### config.mk
export PLATFORM = sky130hd
export DESIGN_NAME = pcm_voice_port
export DESIGN_NICKNAME = d
export VERILOG_FILES = /design/src/rtl/pcm_voice_pkg.sv /design/src/rtl/pcm_bclk_master.sv /design/src/rtl/pcm_bus_sampler.sv /design/src/rtl/pcm_slot_engine.sv /design/src/rtl/pcm_voice_port.sv
export SDC_FILE = /design/constraint.sdc
export NUM_CORES = 1
export LEC_CHECK = 0
export BUFFER_PORTS_ARGS = -buffer_cell sky130_fd_sc_hd__buf_2
export CAP_MARGIN = 20
export CORE_ASPECT_RATIO = 0.9
export CORE_UTILIZATION = 45
export CTS_CLUSTER_SIZE = 14
export DETAILED_ROUTE_END_ITERATION = 12
export MAX_ROUTING_LAYER = met4
export SYNTH_ARGS = -nofsm -noshare
export SYNTH_HDL_FRONTEND = slang
export SYNTH_SLANG_ARGS = --single-unit
### constraint.sdc
create_clock -name clk -period 5.4 [get_ports clk]
set_input_delay 0.54 -clock clk [delete_from_list [all_inputs] [get_ports clk]]
set_output_delay 0.54 -clock clk [all_outputs]
set_load 0.01 [all_outputs]
### src/rtl/pcm_voice_pkg.sv
package pcm_voice_pkg;
  // Bit-clock events as seen in the system clock domain, plus the bus
  // sync and data-in values that belong to them.
  typedef struct packed {
    logic rise;
    logic fall;
    logic sync;
    logic din;
  } pcm_evt_t;
endpackage

### src/rtl/pcm_bclk_master.sv
module pcm_bclk_master #(
  parameter int DIV_W = 8
) (
  input  logic             clk,
  input  logic             rst,
  input  logic             run,
  input  logic [DIV_W-1:0] half,
  output logic             bclk,
  output logic             rise,
  output logic             fall
);
  logic [DIV_W-1:0] cnt;
  logic             tick;

  assign tick = run && (cnt == half - 1'b1);
  assign rise = tick & ~bclk;
  assign fall = tick & bclk;

  always_ff @(posedge clk) begin
    if (rst || !run) begin
      cnt  <= '0;
      bclk <= 1'b0;
    end else if (tick) begin
      cnt  <= '0;
      bclk <= ~bclk;
    end else begin
      cnt <= cnt + 1'b1;
    end
  end
endmodule

### src/rtl/pcm_bus_sampler.sv
module pcm_bus_sampler #(
  parameter int STAGES = 2
) (
  input  logic clk,
  input  logic rst,
  input  logic bclk_in,
  input  logic sync_in,
  input  logic din_in,
  output logic rise,
  output logic fall,
  output logic sync_s,
  output logic din_s
);
  // One synchronizer chain per bus line: {bclk, sync, din}
  logic [STAGES-1:0][2:0] pipe;
  logic                   bclk_last;

  always_ff @(posedge clk) begin
    if (rst) begin
      pipe      <= '0;
      bclk_last <= 1'b0;
    end else begin
      pipe[0] <= {bclk_in, sync_in, din_in};
      for (int i = 1; i < STAGES; i++) pipe[i] <= pipe[i-1];
      bclk_last <= pipe[STAGES-1][2];
    end
  end

  assign rise   = pipe[STAGES-1][2] & ~bclk_last;
  assign fall   = ~pipe[STAGES-1][2] & bclk_last;
  assign sync_s = pipe[STAGES-1][1];
  assign din_s  = pipe[STAGES-1][0];
endmodule

### src/rtl/pcm_slot_engine.sv
module pcm_slot_engine
  import pcm_voice_pkg::*;
#(
  parameter int W     = 16,
  parameter int CNT_W = 8,
  parameter int NB_W  = $clog2(W + 1)
) (
  input  logic             clk,
  input  logic             rst,
  input  logic             master,
  input  logic             long_sync,
  input  logic             burst,
  input  logic [NB_W-1:0]  slot_bits,
  input  logic [CNT_W-1:0] frame_len,
  input  pcm_evt_t         evt,
  input  logic [W-1:0]     tx_data,
  input  logic             tx_valid,
  output logic             fsync_o,
  output logic             dout_o,
  output logic             dout_oe,
  output logic             tx_req,
  output logic [W-1:0]     rx_data,
  output logic             rx_valid
);
  logic [CNT_W-1:0] bit_cnt, nxt, last, eff, nbits;
  logic [W-1:0]     pend, sh, load_val, mask;
  logic [W-2:0]     rx_sh;
  logic             pend_vld, fs_prev, fs_edge, in_slot_nxt;

  assign last        = frame_len - 1'b1;
  assign nbits       = CNT_W'(slot_bits);
  assign nxt         = (bit_cnt >= last) ? '0 : bit_cnt + 1'b1;
  assign in_slot_nxt = nxt < nbits;
  assign load_val    = pend_vld ? (pend << (NB_W'(W) - slot_bits)) : '0;
  assign mask        = {W{1'b1}} >> (NB_W'(W) - slot_bits);
  assign fs_edge     = evt.sync & ~fs_prev;
  // With long sync as slave, the period in which sync is first seen is bit 0
  assign eff         = (!master && long_sync && fs_edge) ? '0 : bit_cnt;

  always_ff @(posedge clk) begin
    if (rst) begin
      bit_cnt  <= '1;
      pend     <= '0;
      pend_vld <= 1'b0;
      sh       <= '0;
      fsync_o  <= 1'b0;
      dout_o   <= 1'b0;
      dout_oe  <= 1'b0;
      tx_req   <= 1'b0;
      rx_sh    <= '0;
      rx_data  <= '0;
      rx_valid <= 1'b0;
      fs_prev  <= 1'b0;
    end else begin
      tx_req   <= 1'b0;
      rx_valid <= 1'b0;
      if (tx_valid) begin
        pend     <= tx_data;
        pend_vld <= 1'b1;
      end
      if (evt.rise) begin
        bit_cnt <= nxt;
        fsync_o <= master & (long_sync ? in_slot_nxt : (nxt == last));
        dout_oe <= in_slot_nxt & ~burst;
        if (nxt == '0) begin
          sh     <= load_val << 1;
          dout_o <= load_val[W-1] & ~burst;
          tx_req <= ~burst;
          if (!tx_valid) pend_vld <= 1'b0;
        end else if (in_slot_nxt) begin
          sh     <= sh << 1;
          dout_o <= sh[W-1] & ~burst;
        end else begin
          dout_o <= 1'b0;
        end
      end
      if (evt.fall) begin
        fs_prev <= evt.sync;
        if (!master) begin
          if (long_sync) begin
            if (fs_edge) bit_cnt <= '0;
          end else if (evt.sync) begin
            bit_cnt <= last;
          end
        end
        if (eff < nbits) begin
          rx_sh <= {rx_sh[W-3:0], evt.din};
          if (eff == nbits - 1'b1) begin
            rx_data  <= {rx_sh, evt.din} & mask;
            rx_valid <= 1'b1;
          end
        end
      end
    end
  end
endmodule

### src/rtl/pcm_voice_port.sv
module pcm_voice_port
  import pcm_voice_pkg::*;
#(
  parameter int SAMPLE_W    = 16,
  parameter int FRAME_W     = 8,
  parameter int DIV_W       = 8,
  parameter int SYNC_STAGES = 2
) (
  input  logic                          clk,
  input  logic                          rst,
  input  logic                          cfg_master,
  input  logic                          cfg_long_sync,
  input  logic                          cfg_burst,
  input  logic [$clog2(SAMPLE_W+1)-1:0] cfg_slot_bits,
  input  logic [FRAME_W-1:0]            cfg_frame_len,
  input  logic [DIV_W-1:0]              cfg_half_div,
  input  logic [SAMPLE_W-1:0]           tx_data,
  input  logic                          tx_valid,
  output logic                          tx_req,
  output logic [SAMPLE_W-1:0]           rx_data,
  output logic                          rx_valid,
  output logic                          bclk_o,
  output logic                          bclk_oe,
  input  logic                          bclk_i,
  output logic                          fsync_o,
  output logic                          fsync_oe,
  input  logic                          fsync_i,
  output logic                          dout_o,
  output logic                          dout_oe,
  input  logic                          din_i
);
  localparam int NB_W = $clog2(SAMPLE_W + 1);

  logic     m_rise, m_fall, s_rise, s_fall, s_sync, s_din;
  pcm_evt_t evt;

  pcm_bclk_master #(.DIV_W(DIV_W)) u_mclk (
    .clk(clk), .rst(rst), .run(cfg_master), .half(cfg_half_div),
    .bclk(bclk_o), .rise(m_rise), .fall(m_fall)
  );

  pcm_bus_sampler #(.STAGES(SYNC_STAGES)) u_samp (
    .clk(clk), .rst(rst), .bclk_in(bclk_i), .sync_in(fsync_i), .din_in(din_i),
    .rise(s_rise), .fall(s_fall), .sync_s(s_sync), .din_s(s_din)
  );

  always_comb begin
    if (cfg_master) evt = '{rise: m_rise, fall: m_fall, sync: 1'b0, din: din_i};
    else            evt = '{rise: s_rise, fall: s_fall, sync: s_sync, din: s_din};
  end

  pcm_slot_engine #(.W(SAMPLE_W), .CNT_W(FRAME_W), .NB_W(NB_W)) u_eng (
    .clk(clk), .rst(rst), .master(cfg_master), .long_sync(cfg_long_sync),
    .burst(cfg_burst), .slot_bits(cfg_slot_bits), .frame_len(cfg_frame_len),
    .evt(evt), .tx_data(tx_data), .tx_valid(tx_valid),
    .fsync_o(fsync_o), .dout_o(dout_o), .dout_oe(dout_oe), .tx_req(tx_req),
    .rx_data(rx_data), .rx_valid(rx_valid)
  );

  always_ff @(posedge clk) begin
    if (rst) begin
      bclk_oe  <= 1'b0;
      fsync_oe <= 1'b0;
    end else begin
      bclk_oe  <= cfg_master;
      fsync_oe <= cfg_master;
    end
  end
endmodule

==> summary.md, run 1 <==
| Metric | Value |
|---|---|
| Yosys warning count | `0` |
| Worst-path cell chain | `buf_2, nor4_1, nand2_1, xnor2_1, inv_1, ha_1, nand2_1, o21ai_0, a21o_1, nor2_1, ha_1, a211oi_1, o221ai_1, or2_2, a22oi_1, buf_4, nor2_1, a211oi_1` |
| CP Buf/Inv Count | `3` |
| Crit path kind | `in -> reg` |
| Clock buffer depth | `2` |
| Worst hold path class | `in -> reg` |
| Hpwl dp | `10500 um` |
| RSZ-0062 raised after global routing | `false` |
| Setup bufs post-CTS | `0` |
| Rel. slew slack | `40.2%` |
| Cts bufs inserted | `9` |
| Critical path depth in cells | `18` |
| Ports | `70` |
| Period utilisation layout | `81.8%` |
| EDFF count, synth | `0` |
| Cell taking the most area after synthesis | `dfxtp_1` |
| Worst hold path startpoint | `cfg_burst` |
| CP max stage delay | `0.44 ns` |
| H-tree Lvls | `3` |
| Status | `completed` |
| Clk root buf | `clkbuf_16` |
| Finished layout cell area | `0.00648 sq mm` |
| Worst Hold Depth | `2` |
| Worst r2r dst | `u_eng.sh[4]$_SDFFE_PP0P_` |
| Worst path slowest cell | `a21o_1` |
| Most common flop cell mapped by yosys | `dfxtp_1` |
| Peak VDD IR | `0.000237 V` |
| Commonest non-fill, non-tap cells in the layout | `dfxtp_1, nor2_1, buf_2, mux2i_1, nand2_1` |
| Vias in the first global route | `4902` |
| Site Rows | `38` |
| PwrDens | `267 mW/mm^2` |
| Async set-or-reset flop fraction in the synthesized netlist | `0%` |
| Clock latency on the worst-skew pair | `0.36 ns` |
| R2r setup slk | `1.37 ns` |
| Starting DRT DRC Count | `360` |
| Synth top area cells | `dfxtp_1, mux2i_1, nor2_1` |
| Most common cell after layout, fill and taps aside | `dfxtp_1` |
| Final Hold Violating Endpoints | `0` |
| Worst path arrival time | `4.68 ns` |
| Layout net count | `805` |
| CTS tree | `done` |
| Remaining Overflow, GRT | `0` |
| Highest net fanout along the worst path | `29` |
| Syn Nets | `763` |
| Clock-pin slew on the worst setup and hold paths | `0.07 ns` |
| Placeable Area | `0.0123 sq mm` |
| Post-synthesis sequential area ratio | `32.6%` |
| Largest net degree at the start of global routing | `63` |
| Leak pwr | `0.00272 uW` |
| Synth Register Bits | `94` |
| Slew @ Worst Pin | `0.897 ns` |
| Resized cells post-CTS | `0` |
| Detailed-route via count | `5185` |
| Initial DRT Pass Iterations | `5` |
| First-pass GRT wire length | `24300 um` |
| Worst reg2reg startpoint | `u_eng.bit_cnt[0]$_SDFF_PP1_` |
| TritonCTS Sinks | `94` |
| Gate Count Post-Synth | `692` |
| Final Hold Slack | `0.382 ns` |
| Die H | `109 um` |
| # fillers | `1227` |
| GRT Total Usage | `23.9%` |
| Count of pins over their slew limit | `0` |
| Setup ws final | `0.982 ns` |
| Cell Area, Synth | `0.00576 sq mm` |
| Layout Skew | `0.00764 ns` |
| Layout Utilization | `52.8%` |
| Placer Congestion | `0.915` |
| Hold EP | `u_eng.tx_req$_SDFF_PP0_` |
| CTS hold repair buffers | `0` |
| Worst R2R Path Depth | `14` |
| DRT Wirelength | `14500 um` |
| Startpoint class of the critical path | `primary input` |
| Final min period | `4.42 ns` |
| Area delta synth->final | `12.4%` |
| Antenna violations before repair | `1` |
| Worst setup EP type | `flip-flop` |
| Synth unique cells | `66` |
| Die area | `0.0133 sq mm` |
| I/O Buffers | `69` |
| Pre-CTS setup slack | `0.643 ns` |
| Required @ worst endpoint | `5.67 ns` |
| Ratio of cells with drive above 1 in the final layout | `14.3%` |
| Antenna viol nets, final | `0` |
| Top-area cell type share of the netlist area | `32.6%` |
| Starting density of the core | `47.0%` |
| DRC errors left | `0` |
| Placed Area | `0.00615 sq mm` |
| FMAX | `226 MHz` |
| Final TNS setup | `0 ns` |
| Die W | `121 um` |
| Syn_area_per_cell | `8.33 sq um` |
| Drt via density | `5.76` |
| Final setup violation count | `0` |
| Max cap viols | `0` |
| WL/cell | `16.1 um` |
| CP top delay family | `compound AO/OA/AOI/OAI gates` |
[how the worst max path moves through the flow]
| stage | start | endpoint |
|---|---|---|
| after CTS | cfg_frame_len[5] | u_eng.sh[4]$_SDFFE_PP0P_ |
| after global placement | cfg_frame_len[5] | u_eng.sh[1]$_SDFFE_PP0P_ |
| after floorplan | cfg_frame_len[5] | u_eng.sh[11]$_SDFFE_PP0P_ |
| after detailed placement | cfg_frame_len[5] | u_eng.sh[4]$_SDFFE_PP0P_ |
| final | cfg_frame_len[5] | u_eng.sh[4]$_SDFFE_PP0P_ |
| after global routing | cfg_frame_len[5] | u_eng.sh[4]$_SDFFE_PP0P_ |
[state kept, by name (all words and copies together), names as in the netlist, 4 cells and up]
name and cells:
u_eng.rx_sh 15, u_mclk.cnt 8, u_eng.sh 15, u_eng.pend 16, u_eng.rx_data 16, u_samp.pipe 4, u_eng.bit_cnt 8
[synthesized netlist by cell type, drive strengths merged (9+ instances only)]
| library cell | number |
|---|---|
| nand3 | 35 |
| xor2 | 15 |
| inv | 21 |
| nor2b | 17 |
| nor3 | 18 |
| dfxtp | 94 |
| and2 | 12 |
| nor2 | 85 |
| mux2i | 64 |
| a22oi | 9 |
| nand2 | 63 |
| clkbuf | 31 |
| a211oi | 25 |
| xnor2 | 23 |
| o21ai | 19 |
| ha | 25 |
| buf | 14 |
| a21oi | 24 |
[report_power, final]
group / internal [uW] / leakage, uW / switching, uW
clock network: 381 / 0.000157 / 299
registers: 712 / 0.000765 / 20.1
logic: 123 / 0.00180 / 194
total: 1220 / 0.00272 / 513
[through the flow]
stage / total power (uW) / cells
6_report: 1730 / 900
5_1_grt: 1810 / 900
4_1_cts: 1740 / 898
3_5_place_dp: 1060 / 882
3_3_place_gp: 1050 / 882
2_1_floorplan: 970 / 692
[routing by layer]
| metal | vias to the layer above | part of all wire [%] | GRT usage (%) |
|---|---|---|---|
| met5 | - | 0 | - |
| met4 | 0 | 1.6 | 8.55 |
| met3 | 20 | 5.2 | 5.71 |
| met2 | 140 | 47 | 37.9 |
| met1 | 2468 | 46 | 29.8 |
| li1 | 2557 | - | - |
[final cells by class]
cell class	instances	area (sq um)	area share, %
Timing Repair Buffer	76	398	6.14
Multi-Input combinational cell	531	3600	55.6
Clock inverter	6	75.1	1.16
Sequential cell	94	1880	29.1
Inverter	22	82.6	1.27
Tap cell	160	200	3.09
Antenna cell	1	2.50	0.0386
Clock buffer	10	239	3.69
[worst register-to-register path, delay by kind of cell (launching register included)]
family	cells	cell delay, ns
AO/OA/AOI/OAI	6	1.63
adder cells (fa/ha/maj)	2	0.61
AND/OR/NAND/NOR	4	0.61
flip-flops	1	0.69
buffers and inverters	2	0.42
[logic make-up after synthesis]
group	after synthesis	share of synthesized area, %
mux	69	12.9
buf+inv	67	5.06
xor+xnor	38	5.77
flops	94	32.6
fa+ha+maj	25	5.43
compound gates	122	14.6
simple gates	277	23.6
No activity file was read; power rests on OpenSTA's default activity.
==> run 2, diff against run 1 <==
ABC_AREA = 1   (was unset)
clock period = 4.1 ns   (was 5.4 ns; I/O delays follow)
==> summary.md, run 2 <==
| Metric | Value |
|---|---|
| Ratio of cells with drive above 1 in the final layout | `12.9%` |
| WL/cell | `12.6 um` |
| Final Hold Violating Endpoints | `0` |
| Worst reg2reg startpoint | `u_eng.bit_cnt[0]$_SDFF_PP1_` |
| Starting DRT DRC Count | `377` |
| CP top delay family | `simple AND/OR/NAND/NOR gates` |
| Clock buffer depth | `2` |
| CTS hold repair buffers | `0` |
| Cts bufs inserted | `9` |
| Clock-pin slew on the worst setup and hold paths | `0.06 ns` |
| Worst setup EP type | `flip-flop` |
| Peak VDD IR | `0.000209 V` |
| Startpoint class of the critical path | `primary input` |
| Final setup violation count | `0` |
| CTS tree | `done` |
| Register Area | `0.00188 sq mm` |
| Layout Skew | `0.00728 ns` |
| Yosys warning count | `0` |
| Synth Area in Simple Gates | `33.1%` |
| Commonest non-fill, non-tap cells in the layout | `nand2_1, nor2_1, inv_1, dfxtp_1, o21ai_0` |
| EDFF count, synth | `0` |
| Synth Area in Adders | `5.23%` |
| Most used cell, CP | `nand2_1` |
| Top-area cell type share of the netlist area | `31.4%` |
| Syn_area_per_cell | `6.46 sq um` |
| Setup ws final | `0.541 ns` |
| Synth unique cells | `45` |
| Rel. slew slack | `58.0%` |
| Area delta synth->final | `11.5%` |
| Starting density of the core | `46.6%` |
| Antenna viol nets, final | `0` |
| Placer Congestion | `0.911` |
| Complex-gate fraction of the synthesized area | `14.5%` |
| CP Buf/Inv Count | `6` |
| Mux cell area share after synthesis | `0.167%` |
| Final TNS setup | `0 ns` |
| CP max stage delay | `0.34 ns` |
| DRC errors left | `0` |
| Period utilisation layout | `86.8%` |
| Vias in the first global route | `5104` |
| RSZ-0062 raised after global routing | `false` |
| Top Registers | `u_eng.pend (16), u_eng.rx_data (16)` |
| Leak pwr | `0.00324 uW` |
| Worst hold path startpoint | `bclk_i` |
| I/O Buffers | `69` |
| Largest net degree at the start of global routing | `50` |
| Most numerous cell in the Yosys netlist | `nand2_1` |
| Site Rows | `39` |
| Cell taking the most area after synthesis | `dfxtp_1` |
| Clk root buf | `clkbuf_16` |
| Resized cells post-CTS | `0` |
| Pre-CTS setup slack | `0.227 ns` |
| Highest net fanout along the worst path | `29` |
| Async set-or-reset flop fraction in the synthesized netlist | `0%` |
| Worst path slowest cell | `buf_4` |
| Worst hold path class | `in -> reg` |
| Syn Nets | `997` |
| Die H | `111 um` |
| Most common flop cell mapped by yosys | `dfxtp_1` |
| H-tree Lvls | `3` |
| Post-synth top cells | `nand2_1, nor2_1, inv_1, dfxtp_1, o21ai_0` |
| Setup bufs post-CTS | `0` |
| GRT Total Usage | `22.9%` |
| Clock latency on the worst-skew pair | `0.35 ns` |
| Required @ worst endpoint | `4.34 ns` |
| Antenna violations before repair | `0` |
| # fillers | `1374` |
| Crit path from | `cfg_frame_len[0]` |
| Largest family of logic cells by synthesized area | `simple AND/OR/NAND/NOR gates` |
| TritonCTS Sinks | `94` |
| R2r setup slk | `1.20 ns` |
| Count of pins over their slew limit | `0` |
| Crit path kind | `in -> reg` |
| Slew @ Worst Pin | `0.628 ns` |
| Max cap viols | `0` |
| XOR/XNOR Fraction of Synth Area | `3.87%` |
| PwrDens | `351 mW/mm^2` |
| Placeable Area | `0.0128 sq mm` |
| Synth Register Bits | `94` |
| Hpwl dp | `10600 um` |
| Most common cell after layout, fill and taps aside | `nand2_1` |
| First-pass GRT wire length | `24500 um` |
| DRT Wirelength | `14300 um` |
| Remaining Overflow, GRT | `0` |
| Synth top area cells | `dfxtp_1, nand2_1, nor2_1` |
| Final min period | `3.56 ns` |
| Die W | `124 um` |
| Antenna diodes | `0` |
| Drt via density | `4.98` |
| Gate Count Post-Synth | `926` |
| Detailed-route via count | `5680` |
| Ports | `70` |
| Worst path arrival time | `3.80 ns` |
| Layout net count | `1043` |
| Initial DRT Pass Iterations | `5` |
| Die area | `0.0138 sq mm` |
| Post-synthesis sequential area ratio | `31.4%` |
| Cell Area, Synth | `0.00599 sq mm` |
| FMAX | `281 MHz` |
| Status | `completed` |
| Multi-input gate area | `0.00340 sq mm` |
## run 2: cell type report
class	instances	share of cell area, %
multi-input cells	669	51.0
flip-flops and latches	94	28.2
inverters	123	6.94
repair buffers	75	5.85
clock buffers	11	3.79
well taps	164	3.08
clock inverters	4	1.16
## run 2: cell families (layout without fill, tap and decap cells)
| kind of cell | after synthesis | count (layout) |
|---|---|---|
| and+or+nand+nor | 465 | 465 |
| buffers and inverters | 163 | 213 |
| AOI/OAI and AO/OA | 154 | 154 |
| DFF | 94 | 94 |
| adders and majority gates | 25 | 25 |
| xor gates and xnor gates | 24 | 24 |
| muxes | 1 | 1 |
## run 2: where the power goes
part / total (uW) / internal (uW) / switching [uW]
logic: 449 / 152 / 296
clock network: 929 / 568 / 362
registers: 963 / 944 / 18.4
total: 2340 / 1660 / 676
## run 2: worst register-to-register path, delay by kind of cell, from the launching register on
kind	cells	cell delay, ns
and+or+nand+nor	16	1.17
buffers and inverters	4	0.67
adders and majority gates	2	0.56
DFF	1	0.42
## run 2: per-layer routing
metal  up-vias  track usage (%)  part of all wire [%]  routed length [um]
li1       3045                -                     -                   -
met1      2488             32.8                    53                7560
met2       133             33.2                    42                5970
met3        14             4.10                   4.4                 626
met4         0             5.54                   1.2                 166
met5         -                -                     0                   0
## run 2: through the flow
step	std cells	utilization, %	hold WS [ns]	area, sq um	total power [uW]
2_1_floorplan	926	-	0.388	5990	1320
3_3_place_gp	1125	49.4	0.390	6340	1430
3_5_place_dp	1125	49.4	0.399	6340	1430
4_1_cts	1140	52.0	0.257	6670	2360
5_1_grt	1140	52.0	0.287	6670	2470
6_report	1140	52.0	0.265	6670	2340
## run 2: worst paths after layout
check / end / depth (start not counted)
max: u_eng.sh[3]$_SDFFE_PP0P_ / 26
min: u_samp.pipe[2]$_SDFF_PP0_ / 3
max reg2reg: u_eng.sh[3]$_SDFFE_PP0P_ / 22
min reg2reg: u_samp.din_s$_SDFF_PP0_ / 2
==> run 3, diff against run 2 <==
CORE_ASPECT_RATIO = 1.1   (was 0.9)
==> summary.md, run 3 (synthesis gave the netlist of run 2 again) <==
| Metric | Value |
|---|---|
| Worst hold path class | `in -> reg` |
| Commonest non-fill, non-tap cells in the layout | `nand2_1, nor2_1, inv_1, dfxtp_1, o21ai_0` |
| Crit path kind | `in -> reg` |
| Peak VDD IR | `0.000176 V` |
| Antenna viol nets, final | `0` |
| Layout Utilization | `52.0%` |
| CTS tree | `done` |
| Slew @ Worst Pin | `0.648 ns` |
| Max cap viols | `0` |
| Die area | `0.0138 sq mm` |
| WL/cell | `12.5 um` |
| Layout net count | `1044` |
| Cts bufs inserted | `9` |
| Placeable Area | `0.0128 sq mm` |
| Vias in the first global route | `5244` |
| Final min period | `3.49 ns` |
| Pre-CTS setup slack | `0.250 ns` |
| Hold EP | `u_samp.pipe[2]$_SDFF_PP0_` |
| Clk root buf | `clkbuf_16` |
| Largest net degree at the start of global routing | `69` |
| Antenna diodes | `0` |
| Die W | `112 um` |
| Worst hold path startpoint | `bclk_i` |
| Placed Area | `0.00634 sq mm` |
| Final Hold Violating Endpoints | `0` |
| Required @ worst endpoint | `4.35 ns` |
| GRT met2 Usage | `36.6%` |
| Busiest grt layer | `met2` |
| Die H | `123 um` |
| Hpwl dp | `10500 um` |
| GRT Total Usage | `22.4%` |
| Finished layout cell area | `0.00666 sq mm` |
| Highest net fanout along the worst path | `29` |
| Worst Hold Depth | `3` |
| Ratio of cells with drive above 1 in the final layout | `13.1%` |
| Remaining Overflow, GRT | `0` |
| Detailed-route via count | `5749` |
| Leak pwr | `0.00323 uW` |
| DRC errors left | `6` |
| Status | `complete, but fails checks` |
| Starting density of the core | `46.7%` |
| Final TNS setup | `0 ns` |
| Worst R2R Path Depth | `22` |
| Period utilisation layout | `85.1%` |
| Startpoint class of the critical path | `primary input` |
| TritonCTS Sinks | `94` |
| Worst setup EP type | `flip-flop` |
| First-pass GRT wire length | `24200 um` |
| Layout Skew | `0.0114 ns` |
| Worst r2r dst | `u_eng.sh[6]$_SDFFE_PP0P_` |
| RSZ-0062 raised after global routing | `false` |
| Clock-pin slew on the worst setup and hold paths | `0.07 ns` |
| FMAX | `287 MHz` |
| Setup ws final | `0.610 ns` |
| Placer Congestion | `0.891` |
| Drt via density | `5.07` |
| Starting DRT DRC Count | `337` |
| Setup bufs post-CTS | `0` |
| Site Rows | `43` |
| Clock latency on the worst-skew pair | `0.35 ns` |
| Top Registers | `u_eng.pend (16), u_eng.rx_data (16)` |
| Met3 Resource Use GR | `3.24%` |
| Count of pins over their slew limit | `0` |
| Clock buffer depth | `2` |
| Antenna violations before repair | `0` |
| PwrDens | `343 mW/mm^2` |
| R2r setup slk | `1.22 ns` |
| H-tree Lvls | `3` |
| Final setup violation count | `0` |
| Most common cell after layout, fill and taps aside | `nand2_1` |
| Ports | `70` |
| Worst path arrival time | `3.74 ns` |
| Initial DRT Pass Iterations | `9` |
| Worst reg2reg startpoint | `u_eng.bit_cnt[0]$_SDFF_PP1_` |
| Resized cells post-CTS | `0` |
| CTS hold repair buffers | `0` |
| Rel. slew slack | `56.8%` |
| I/O Buffers | `69` |
| Met1 Use GR | `29.2%` |
| Area delta synth->final | `11.2%` |
| DRT Wirelength | `14100 um` |
| Failing checks | `DRC` |
## run 3: changes by cell type in the layout (fill, tap and decap cells not counted)
cell	change
buf_4	+1
bufinv_16	-1
clkinvlp_4	+1
inv_6	+1
## run 3: worst max-delay path, cell delays in order
cell	delay, ns
buf_2	0.11
inv_1	0.12
ha_1	0.23
nand3b_1	0.11
or2_2	0.29
xor2_1	0.24
inv_1	0.10
ha_1	0.28
nand2_1	0.06
nor2_1	0.10
nand2_1	0.07
nand2_1	0.12
inv_1	0.12
nand2_1	0.14
inv_1	0.07
ha_1	0.27
nand2_1	0.04
inv_1	0.04
nand2_1	0.05
nand2_1	0.05
nand2_1	0.07
nand3_1	0.07
buf_4	0.32
nand3_1	0.12
nand2_1	0.08
nor2_1	0.04
## run 3: metal layers
metal,vias up,share of wire [%]
li1,3042,-
met1,2592,49
met2,103,46
met3,12,3.6
met4,0,1.1
met5,-,0
## run 3: how the worst max path moves through the flow
stage	start	endpoint	slack [ns]	cells after the start
after detailed placement	cfg_frame_len[0]	u_eng.sh[10]$_SDFFE_PP0P_	0.25	26
after floorplan	cfg_frame_len[0]	u_eng.sh[3]$_SDFFE_PP0P_	0.71	25
after CTS	cfg_frame_len[0]	u_eng.sh[10]$_SDFFE_PP0P_	0.62	26
final	cfg_frame_len[0]	u_eng.sh[6]$_SDFFE_PP0P_	0.61	26
after global routing	cfg_frame_len[0]	u_eng.sh[8]$_SDFFE_PP0P_	0.17	26
after global placement	cfg_frame_len[0]	u_eng.sh[11]$_SDFFE_PP0P_	0.41	26
## run 3: final cells by class
| class | count | area [sq um] |
|---|---|---|
| clock inverters | 5 | 63.8 |
| fillers | 1388 | 6150 |
| clock buffers | 11 | 253 |
| flip-flops and latches | 94 | 1880 |
| repair buffers | 76 | 398 |
| multi-input cells | 669 | 3400 |
| well taps | 157 | 196 |
| inverters | 123 | 463 |
## run 3: where the power goes
part	internal (uW)	total (uW)	switching [uW]
sequential	944	963	18.7
clock	512	883	371
combinational	154	441	287
total	1610	2290	677
## run 3: stage by stage
stage / power [uW] / cells / hold WS [ns]
floorplan: 1320 / 926 / 0.388
global placement: 1420 / 1119 / 0.394
detailed placement: 1420 / 1119 / 0.396
CTS: 2310 / 1135 / 0.260
global route: 2410 / 1135 / 0.275
finish: 2290 / 1135 / 0.269
